### config.mk
export PLATFORM = sky130hd
export DESIGN_NAME = hpp_slave
export DESIGN_NICKNAME = d
export VERILOG_FILES = /design/src/rtl/hpp_pkg.sv /design/src/rtl/hpp_ctrl.sv /design/src/rtl/hpp_datapath.sv /design/src/rtl/hpp_slave.sv
export SDC_FILE = /design/constraint.sdc
export NUM_CORES = 1
export LEC_CHECK = 0
export CELL_PAD_IN_SITES_DETAIL_PLACEMENT = 1
export CELL_PAD_IN_SITES_GLOBAL_PLACEMENT = 1
export CORE_MARGIN = 3
export CORE_UTILIZATION = 40
export DETAILED_ROUTE_END_ITERATION = 8
export GPL_TIMING_DRIVEN = 0
export HOLD_SLACK_MARGIN = 0.1
export PLACE_DENSITY = 0.9
export SYNTH_ARGS = -nofsm -noshare
export SYNTH_HDL_FRONTEND = slang
export SYNTH_SLANG_ARGS = --single-unit
### constraint.sdc
create_clock -name clk -period 2.07 [get_ports clk]
set_clock_uncertainty 0.2 [all_clocks]
set_input_delay 0.3105 -clock clk [delete_from_list [all_inputs] [get_ports clk]]
set_output_delay 0.3105 -clock clk [all_outputs]
set_load 0.02 [all_outputs]
### src/rtl/hpp_pkg.sv
package hpp_pkg;
  localparam int DATA_W  = 8;
  localparam int ADDR_W  = 3;
  localparam int PIN_N   = DATA_W + ADDR_W + 3;
  localparam int RW_IDX  = DATA_W + ADDR_W;
  localparam int EN_IDX  = RW_IDX + 1;
  localparam int REQ_IDX = EN_IDX + 1;
  localparam int CTRL_W  = 4;

  typedef enum logic [2:0] {
    SEL_CTRL     = 3'd0,
    SEL_TOHOST   = 3'd1,
    SEL_FROMHOST = 3'd2,
    SEL_DIR      = 3'd3,
    SEL_GPIO     = 3'd4
  } hppSel_e;

  typedef struct packed {
    logic              wrDone;
    logic              rdDone;
    logic              drive;
    logic              ackAct;
    logic [ADDR_W-1:0] addr;
  } hppStrobe_t;
endpackage

### src/rtl/hpp_ctrl.sv
module hpp_ctrl
  import hpp_pkg::*;
#(
  parameter int SYNC_N = 2
) (
  input  logic             clk,
  input  logic             rstN,
  input  logic [PIN_N-1:0] pinIn,
  input  logic             hostAckN,
  input  logic             portEn,
  input  logic             dmaMode,
  output logic [PIN_N-1:0] pinSync,
  output hppStrobe_t       strobes
);
  logic [PIN_N-1:0] pinStage [SYNC_N];
  logic [SYNC_N-1:0] ackStage;
  logic ackSync, strobeLvl, strobeAct, prevAct, deEdge;

  always_ff @(posedge clk or negedge rstN) begin
    if (!rstN) begin
      for (int i = 0; i < SYNC_N; i++) pinStage[i] <= '1;
      ackStage <= '1;
    end else begin
      pinStage[0] <= pinIn;
      ackStage[0] <= hostAckN;
      for (int i = 1; i < SYNC_N; i++) begin
        pinStage[i] <= pinStage[i-1];
        ackStage[i] <= ackStage[i-1];
      end
    end
  end

  assign pinSync = pinStage[SYNC_N-1];
  assign ackSync = ackStage[SYNC_N-1];

  // strobe level is high when idle (both strobes are low-active)
  assign strobeLvl = dmaMode ? ackSync : pinSync[EN_IDX];
  assign strobeAct = portEn & ~strobeLvl;

  always_ff @(posedge clk or negedge rstN) begin
    if (!rstN) prevAct <= 1'b0;
    else       prevAct <= strobeAct;
  end

  assign deEdge = portEn & prevAct & strobeLvl;

  always_comb begin
    strobes.wrDone = deEdge & ~pinSync[RW_IDX];
    strobes.rdDone = deEdge &  pinSync[RW_IDX];
    strobes.drive  = strobeAct & pinSync[RW_IDX];
    strobes.ackAct = portEn & dmaMode & ~ackSync;
    strobes.addr   = dmaMode ? ADDR_W'(1) : pinSync[RW_IDX-1:DATA_W];
  end
endmodule

### src/rtl/hpp_datapath.sv
module hpp_datapath
  import hpp_pkg::*;
(
  input  logic             clk,
  input  logic             rstN,
  input  hppStrobe_t       strobes,
  input  logic [PIN_N-1:0] pinSync,
  input  hppSel_e          coreSel,
  input  logic             coreWrEn,
  input  logic             coreRdEn,
  input  logic [PIN_N-1:0] coreWdata,
  output logic [PIN_N-1:0] coreRdata,
  output logic [PIN_N-1:0] pinOut,
  output logic [PIN_N-1:0] pinOe,
  output logic             portEn,
  output logic             dmaMode,
  output logic             toHostFull,
  output logic             fromHostEmpty
);
  localparam int PAD_W = PIN_N - DATA_W - 1;

  logic [CTRL_W-1:0] ctrlReg;
  logic [PIN_N-1:0]  dirReg, gpioReg;
  logic [DATA_W-1:0] toHostData, fromHostData, hostRdData;
  logic hostWrHit, hostRdHit, corePop, coreLoad, reqOn;

  assign portEn  = ctrlReg[0];
  assign dmaMode = ctrlReg[3];

  assign hostWrHit = strobes.wrDone && (strobes.addr == ADDR_W'(1));
  assign hostRdHit = strobes.rdDone && (strobes.addr == ADDR_W'(1));
  assign coreLoad  = coreWrEn && (coreSel == SEL_TOHOST);
  assign corePop   = coreRdEn && (coreSel == SEL_FROMHOST);

  always_ff @(posedge clk or negedge rstN) begin
    if (!rstN) begin
      ctrlReg       <= '0;
      dirReg        <= '0;
      gpioReg       <= '0;
      toHostData    <= '0;
      fromHostData  <= '0;
      toHostFull    <= 1'b0;
      fromHostEmpty <= 1'b1;
    end else begin
      if (coreWrEn) begin
        case (coreSel)
          SEL_CTRL:   ctrlReg    <= coreWdata[CTRL_W-1:0];
          SEL_TOHOST: toHostData <= coreWdata[DATA_W-1:0];
          SEL_DIR:    dirReg     <= coreWdata;
          SEL_GPIO:   gpioReg    <= coreWdata;
          default: ;
        endcase
      end
      if (coreLoad)       toHostFull <= 1'b1;
      else if (hostRdHit) toHostFull <= 1'b0;
      if (hostWrHit) begin
        fromHostData  <= pinSync[DATA_W-1:0];
        fromHostEmpty <= 1'b0;
      end else if (corePop) begin
        fromHostEmpty <= 1'b1;
      end
    end
  end

  always_comb begin
    case (coreSel)
      SEL_CTRL:     coreRdata = {{(PIN_N-CTRL_W){1'b0}}, ctrlReg};
      SEL_TOHOST:   coreRdata = {{PAD_W{1'b0}}, toHostFull, toHostData};
      SEL_FROMHOST: coreRdata = {{PAD_W{1'b0}}, fromHostEmpty, fromHostData};
      SEL_DIR:      coreRdata = dirReg;
      SEL_GPIO:     coreRdata = pinSync;
      default:      coreRdata = '0;
    endcase
  end

  always_comb begin
    case (strobes.addr)
      ADDR_W'(0): hostRdData = {{(DATA_W-2){1'b0}}, fromHostEmpty, toHostFull};
      ADDR_W'(1): hostRdData = toHostData;
      default:    hostRdData = '0;
    endcase
  end

  assign reqOn = portEn && !strobes.ackAct &&
                 ((toHostFull && ctrlReg[1]) || (fromHostEmpty && ctrlReg[2]));

  always_comb begin
    if (portEn) begin
      pinOut = {{(PIN_N-DATA_W){1'b0}}, hostRdData};
      pinOe  = '0;
      pinOe[DATA_W-1:0] = {DATA_W{strobes.drive}};
      pinOe[REQ_IDX]    = reqOn;
    end else begin
      pinOut = gpioReg;
      pinOe  = dirReg;
    end
  end
endmodule

### src/rtl/hpp_slave.sv
module hpp_slave
  import hpp_pkg::*;
(
  input  logic             clk,
  input  logic             rstN,
  input  logic [PIN_N-1:0] pinIn,
  input  logic             hostAckN,
  output logic [PIN_N-1:0] pinOut,
  output logic [PIN_N-1:0] pinOe,
  input  logic [2:0]       coreSel,
  input  logic             coreWrEn,
  input  logic             coreRdEn,
  input  logic [PIN_N-1:0] coreWdata,
  output logic [PIN_N-1:0] coreRdata
);
  hppStrobe_t       strobes;
  logic [PIN_N-1:0] pinSync;
  logic             portEn, dmaMode, toHostFull, fromHostEmpty;
  hppSel_e          selE;

  assign selE = hppSel_e'(coreSel);

  hpp_ctrl #(.SYNC_N(2)) u_ctrl (
    .clk(clk), .rstN(rstN), .pinIn(pinIn), .hostAckN(hostAckN),
    .portEn(portEn), .dmaMode(dmaMode), .pinSync(pinSync), .strobes(strobes)
  );

  hpp_datapath u_dp (
    .clk(clk), .rstN(rstN), .strobes(strobes), .pinSync(pinSync),
    .coreSel(selE), .coreWrEn(coreWrEn), .coreRdEn(coreRdEn),
    .coreWdata(coreWdata), .coreRdata(coreRdata), .pinOut(pinOut),
    .pinOe(pinOe), .portEn(portEn), .dmaMode(dmaMode),
    .toHostFull(toHostFull), .fromHostEmpty(fromHostEmpty)
  );
endmodule

==> flow_summary.ini, run 1 <==
[setup_path]
r2r-end = u_dp.fromHostData[1]
crit_path_top_delay_cell = dfstp_2
critPathArrivalTime_ns = 1.86
r2r_slack_ns = 0.04
max_stage_delay_ns = 0.56
worstSetupPathType = flop to output pin
worst_setup_path_start_kind = flop
critPathCaptureType = output pin
cp_top_family = flip-flops
ff2ff_path_depth = 5
timing.rr.start = u_ctrl.pinSync[8]
path_cells = nor3b_4, buf_4, o21ai_2, a31oi_1, buf_4
worstPathRequired_ns = 1.56
crit_path_frequent_cell = buf_4
timing.critical_path.buf_inv = 2
critPathMaxFanout = 3

[global_routing]
grt_first_pass_wirelength_mm = 17.42
grt_start_max_net_pins = 48
grtUsageTotal_pct = 23.42
first_global_vias = 3090
gr-total-overflow = 0
antenna_found_initial = 0

[pwr]
p_per_area_nw_per_um2 = 1043
ir_drop_mv = 0.6679
p_leak_nw = 2.207

[outcome]
status = complete, but fails checks
violations = negative setup slack

[floorplan]
num_io_pins = 78
core_area_um2 = 8341
fp.dieH_um = 99.22
start_util_pct = 41.67
die_area_um2 = 9844
dieWidth_um = 99.22
core.rowCount = 33

[cells_and_area]
fillers = 840
final_area_um2 = 5061
fin_util_pct = 60.68
final_cell_mix = 48 x dfrtp_1, 38 x mux2_2, 31 x dfstp_2
diodes = 0
final_cells = 489
finalNetCount = 415
multiInputGateArea_um2 = 1538
drive_gt1_share_pct = 52.34
regArea_um2 = 2068
final_common_cell = dfrtp_1
area_growth_pct = 45.61

[sta]
worst_slack_ns = -0.2986
rsz0062_at_grt = yes
setup_viol = 17
slew_violations = 0
timing.hold.ws_ns = 0.1381
hold_viol_final = 0
max_slew_margin_pct = 63.91
clock.fmax_ghz = 0.4222
post-route-min-period_ns = 2.369
setup-tns-final_ns = -2.361
max_slew.worst_pin.slew_ns = 0.5400
period_share_pct = 114.4

[clock_tree]
cts_sinks = 81
root_buffer = clkbuf_8
numCtsBuffers = 9
cts_max_level = 3
clock_path_buffers = 2
clk_latency_ns = 0.37
cts_tree = yes
clk_pin_slew_worst_paths_ns = 0.09

[drt]
routed_wl_mm = 11.86
dr.pass1.iters = 4
vias = 2737
wl_per_cell_um = 24.26
drc_errors = 0
drt-vias-per-instance = 5.597
postRouteAntennaNets = 0
drtIter0Drc = 130

[worst_hold_path]
min_from = coreWrEn
min_path_type = input port to flop
min_to = u_dp.gpioReg[3]
whs_path_depth = 3

[synth]
synthesis.area_um2 = 3476
synth-edff-count = 0
ys_seq_area_share_pct = 59.43
synth_nets = 306
yosysUniqueCellTypes = 33
ys.warnings.count = 0
async_reset_ff_share_pct = 100.0
avgSynthCellArea_um2 = 12.87
synth_ff_type = dfrtp_1
syn_inst = 270
ys_seq_elements = 81

[placed_design]
io_buffers = 76
place_congestion = 0.8321
placed_area_um2 = 4393
hpwl_mm = 6.970
dp_cells = 452

[job]
drv_cap = 0
==> cell families (layout without fill, tap and decap cells) <==
family / after synthesis / count (layout) / synth area share, %
and+or+nand+nor: 45 / 45 / 7.991
buffers and inverters: 33 / 146 / 4.139
DFF: 81 / 81 / 59.43
AOI/OAI and AO/OA: 53 / 54 / 10.15
muxes: 58 / 58 / 18.29
==> worst max path at each step <==
stage,startpoint,to,slack [ns],depth (start not counted)
after floorplan,u_dp.ctrlReg[0],pinOe[0],0.18,4
after global placement,rstN,u_dp.gpioReg[11],-2.17,1
after detailed placement,coreSel[1],coreRdata[0],-0.98,7
after CTS,u_ctrl.pinSync[8],pinOut[0],-0.20,5
after global routing,u_ctrl.pinSync[8],pinOut[0],-0.38,5
final,u_ctrl.pinSync[8],pinOut[0],-0.30,5
==> where the power goes <==
| part | total, W | internal (W) | switching [W] | leakage, nW |
|---|---|---|---|---|
| registers | 0.00210 | 0.00188 | 0.000219 | 0.934 |
| logic | 0.00174 | 0.000830 | 0.000914 | 1.15 |
| clock network | 0.00143 | 0.000833 | 0.000601 | 0.120 |
| total | 0.00528 | 0.00355 | 0.00173 | 2.21 |
==> cell usage after synthesis (2+ instances only) <==
cell type	n	area (µm²)
dfrtp_1	50	1251
mux2_2	39	439.2
dfstp_2	31	814.5
o21ai_0	16	80.08
inv_1	15	56.30
o22ai_1	15	93.84
mux2i_1	14	140.1
nor2b_1	14	87.58
clkbuf_1	9	33.78
nand2_1	9	33.78
buf_2	7	35.03
nand3_1	7	35.03
a22oi_1	6	45.04
a22o_1	5	43.79
mux2_1	5	56.30
a2bb2oi_1	4	35.03
nor2_1	4	15.01
a31oi_1	2	12.51
and2_1	2	12.51
nor3b_2	2	25.02
nor4bb_1	2	20.02
==> tightest hold or removal path, cell delays in order <==
cell and delay [ns]:
buf_2 0.19, nand3_1 0.10, o21ai_0 0.07
==> area by class of cell <==
| cell class | instances | share of cell area, % |
|---|---|---|
| Buffer | 15 | 2.719 |
| Clock buffer | 11 | 2.794 |
| Clock inverter | 5 | 2.027 |
| Inverter | 15 | 1.112 |
| Multi-Input combinational cell | 157 | 30.38 |
| Sequential cell | 81 | 40.87 |
| Tap cell | 105 | 2.596 |
| Timing Repair Buffer | 100 | 17.50 |
==> per-stage QoR <==
step,total power (W),worst slack (ns)
finish,0.005280,-0.2986
CTS,0.004950,-0.2016
floorplan,0.002794,0.1796
global route,0.005500,-0.3783
detailed placement,0.003474,-0.9808
global placement,0.003391,-2.171
==> state kept, by name (all words and copies together) (netlist names) <==
register,flops
u_ctrl.ackStage,2
u_ctrl.pinStage,14
u_ctrl.pinSync,14
u_ctrl.prevAct,1
u_dp.ctrlReg,4
u_dp.dirReg,14
u_dp.fromHostData,8
u_dp.fromHostEmpty,1
u_dp.gpioReg,14
u_dp.toHostData,8
u_dp.toHostFull,1
==> routing by layer <==
metal | track usage (%) | part of all wire (%) | vias up
met5 | 0 | 0 | -
met4 | 10.71 | 2.3 | 0
met3 | 4.628 | 4.2 | 27
met2 | 41.22 | 53 | 91
met1 | 27.50 | 40 | 1437
li1 | - | - | 1182
==> timing repair <==
item | CTS | global route
setup endpoints to repair | 42 | 42
setup buffers | 14 | 10
gates resized for setup | 216 | 77
hold buffers | 1 | 0
cloned | 0 | 1
pin swaps | 4 | 13
hold endpoints to repair | 35 | 0
No activity file was read; power rests on OpenSTA's default activity.
==> run 2, diff against run 1 <==
ABC_AREA = 1   (was unset)
CORE_UTILIZATION = 37   (was 40)
SYNTH_HIERARCHICAL = 1   (was unset)
==> run 2 against run 1 <==
  * The run still ends with negative setup slack left
  * Cell count rose by 36%
  * Worst hold slack improved by 0.0099 ns
  * Clock power fell by 14%
  * Setup slack improved by 0.18 ns
  * Count of clock-buffer cells in the layout rose by 3
  * Flip-flop and latch count did not move
  * Area after synthesis rose by 4.4%
  * Highest routed layer unchanged
==> flow_summary.ini, run 2 <==
[outcome]
status = complete, but fails checks
violations = negative setup slack

[placed_design]
pre_cts_ws_ns = -0.8271
io_buffers = 76
dp_cells = 632
placed_area_um2 = 4576
hpwl_mm = 7.860
place_congestion = 0.8701

[global_routing]
grt_first_pass_wirelength_mm = 18.82
antenna_found_initial = 0
first_global_vias = 3788
grtUsageTotal_pct = 21.67
gr-total-overflow = 0
grt_start_max_net_pins = 48

[clock_tree]
root_buffer = clkbuf_8
clock_path_buffers = 2
clk_pin_slew_worst_paths_ns = 0.08
cts_tree = yes
clk_latency_ns = 0.35
cts_max_level = 3
numCtsBuffers = 9
cts_sinks = 81

[cells_and_area]
final_cell_mix = 118 x nand2_1, 48 x dfrtp_1, 39 x o21ai_1
final_area_um2 = 5142
fillers = 1105
finalNetCount = 569
diodes = 0
multiInputGateArea_um2 = 1395
regArea_um2 = 2068
final_cells = 667
final_common_cell = nand2_1
area_growth_pct = 41.72
drive_gt1_share_pct = 33.83

[synth]
synth_most_common_cell = nand2_1
async_reset_ff_share_pct = 100.0
ys_seq_area_share_pct = 56.93
synth_top_area_cell = dfrtp_1
avgSynthCellArea_um2 = 8.518
yosys-top-cells-count = 123 x nand2_1, 50 x dfrtp_1, 41 x inv_1, 35 x nand3_1, 34 x o21ai_1
synth_top_area_share_pct = 34.48
syn_inst = 426
synthesis.area_um2 = 3628
ys.warnings.count = 6
synth_ff_type = dfrtp_1
synth-edff-count = 0
synth_area_leaders = dfrtp_1 34%, dfstp_2 22%, nand2_1 13%, nand3_1 4.8%, o21ai_1 4.7%
synth_nets = 462
ys_seq_elements = 81
yosysUniqueCellTypes = 19

[sta]
max_slew.worst_pin.slew_ns = 0.4411
hold_viol_final = 0
setup_viol = 17
rsz0062_at_grt = yes
setup-tns-final_ns = -1.751
clock.fmax_ghz = 0.4562
slew_violations = 0
period_share_pct = 105.9
max_slew_margin_pct = 70.60
post-route-min-period_ns = 2.192
worst_slack_ns = -0.1222

[setup_path]
worstSetupPathType = flop to output pin
r2r_slack_ns = 0.15
critPathArrivalTime_ns = 1.68
worstPathRequired_ns = 1.56
critPathMaxFanout = 8
critPathCaptureType = output pin
worst_setup_path_start_kind = flop

[drt]
drc_errors = 0
postRouteAntennaNets = 0
vias = 3476
drtIter0Drc = 107
drt-vias-per-instance = 5.211
routed_wl_mm = 12.00
wl_per_cell_um = 17.99
dr.pass1.iters = 4

[floorplan]
die_area_um2 = 11030
dieWidth_um = 105.0
start_util_pct = 38.72
core.rowCount = 35
core_area_um2 = 9371
num_io_pins = 78
fp.dieH_um = 105.0

[pwr]
p_per_area_nw_per_um2 = 888.9
p_leak_nw = 2.450
ir_drop_mv = 0.3424

[worst_hold_path]
min_path_type = input port to flop

[job]
drv_cap = 0
## run 2: cell count changes after synthesis, sizes merged, moves of 5 or more
| cell | delta |
|---|---|
| nand3 | +31 |
| nand4 | +14 |
| a22o | -5 |
| inv | +29 |
| nor2 | +25 |
| a22oi | -6 |
| o21ai | +46 |
| nor2b | -14 |
| mux2i | -14 |
| o22ai | -15 |
| mux2 | -44 |
| buf | +18 |
| nand2 | +114 |
## run 2: path summary, 6_finish.rpt
| path | to | cells after the start | from |
|---|---|---|---|
| min in group asynchronous | u_dp/dirReg[12] | 2 | rstN |
| setup / recovery | pinOut[5] | 6 | u_dp/ctrlReg[3] |
| hold / removal | u_ctrl/pinStage[27] | 1 | pinIn[13] |
| hold reg to reg | u_ctrl/pinSync[7] | 0 | u_ctrl/pinStage[21] |
| setup reg to reg | u_dp/fromHostData[2] | 10 | u_dp/ctrlReg[3] |
| max in group asynchronous | u_ctrl/pinSync[5] | 3 | rstN |
## run 2: cell families after synthesis
logic type      count (synthesis)  synth area share, %
simple gates                  205                24.38
flops                          81                56.93
buf+inv                        77                10.00
compound gates                 63                8.689
## run 2: cell type report
cell class,instances,share of cell area [%]
inverters,45,3.406
repair inverters,1,0.1460
multi-input cells,268,27.13
clock buffers,14,3.577
clock inverters,2,0.6813
flip-flops and latches,81,40.22
plain buffers,31,4.793
repair buffers,96,16.91
well taps,129,3.139
## run 2: worst max-delay path: stages (launching register included)
cell	delay (ns)
dfrtp_2	0.50
nor2_4	0.06
nor2_4	0.19
buf_4	0.18
nand2_8	0.09
o21ai_2	0.14
buf_4	0.16
## run 2: metal layers
layer / vias to the layer above / global-route usage [%] / wire length, µm
met2: 150 / 37.12 / 6216
met4: 0 / 9.560 / 401
met5: - / 0 / 0
li1: 1568 / - / -
met1: 1724 / 24.90 / 4576
met3: 34 / 6.609 / 808
## run 2: per-stage QoR
step	hold WS (ns)	power [W]	util (%)
6_report	0.1480	0.004571	54.87
5_1_grt	0.1322	0.004813	54.87
4_1_cts	0.1309	0.004454	53.30
3_5_place_dp	0.08667	0.003146	48.83
3_3_place_gp	0.1460	0.003091	48.56
2_1_floorplan	-0.1851	0.002554	-
## run 2: what timing repair did
item	in CTS	in global routing
pin swaps	9	13
buffers inserted	12	5
endpoints found under the setup margin	42	41
hold buffers	2	0
gates resized for setup	242	64
endpoints found under the hold margin	80	0
cloned	1	0
## run 2: report_power, final
part | internal (W) | switching, W
clock | 0.000696 | 0.000537
sequential | 0.00182 | 0.000160
combinational | 0.000561 | 0.000796
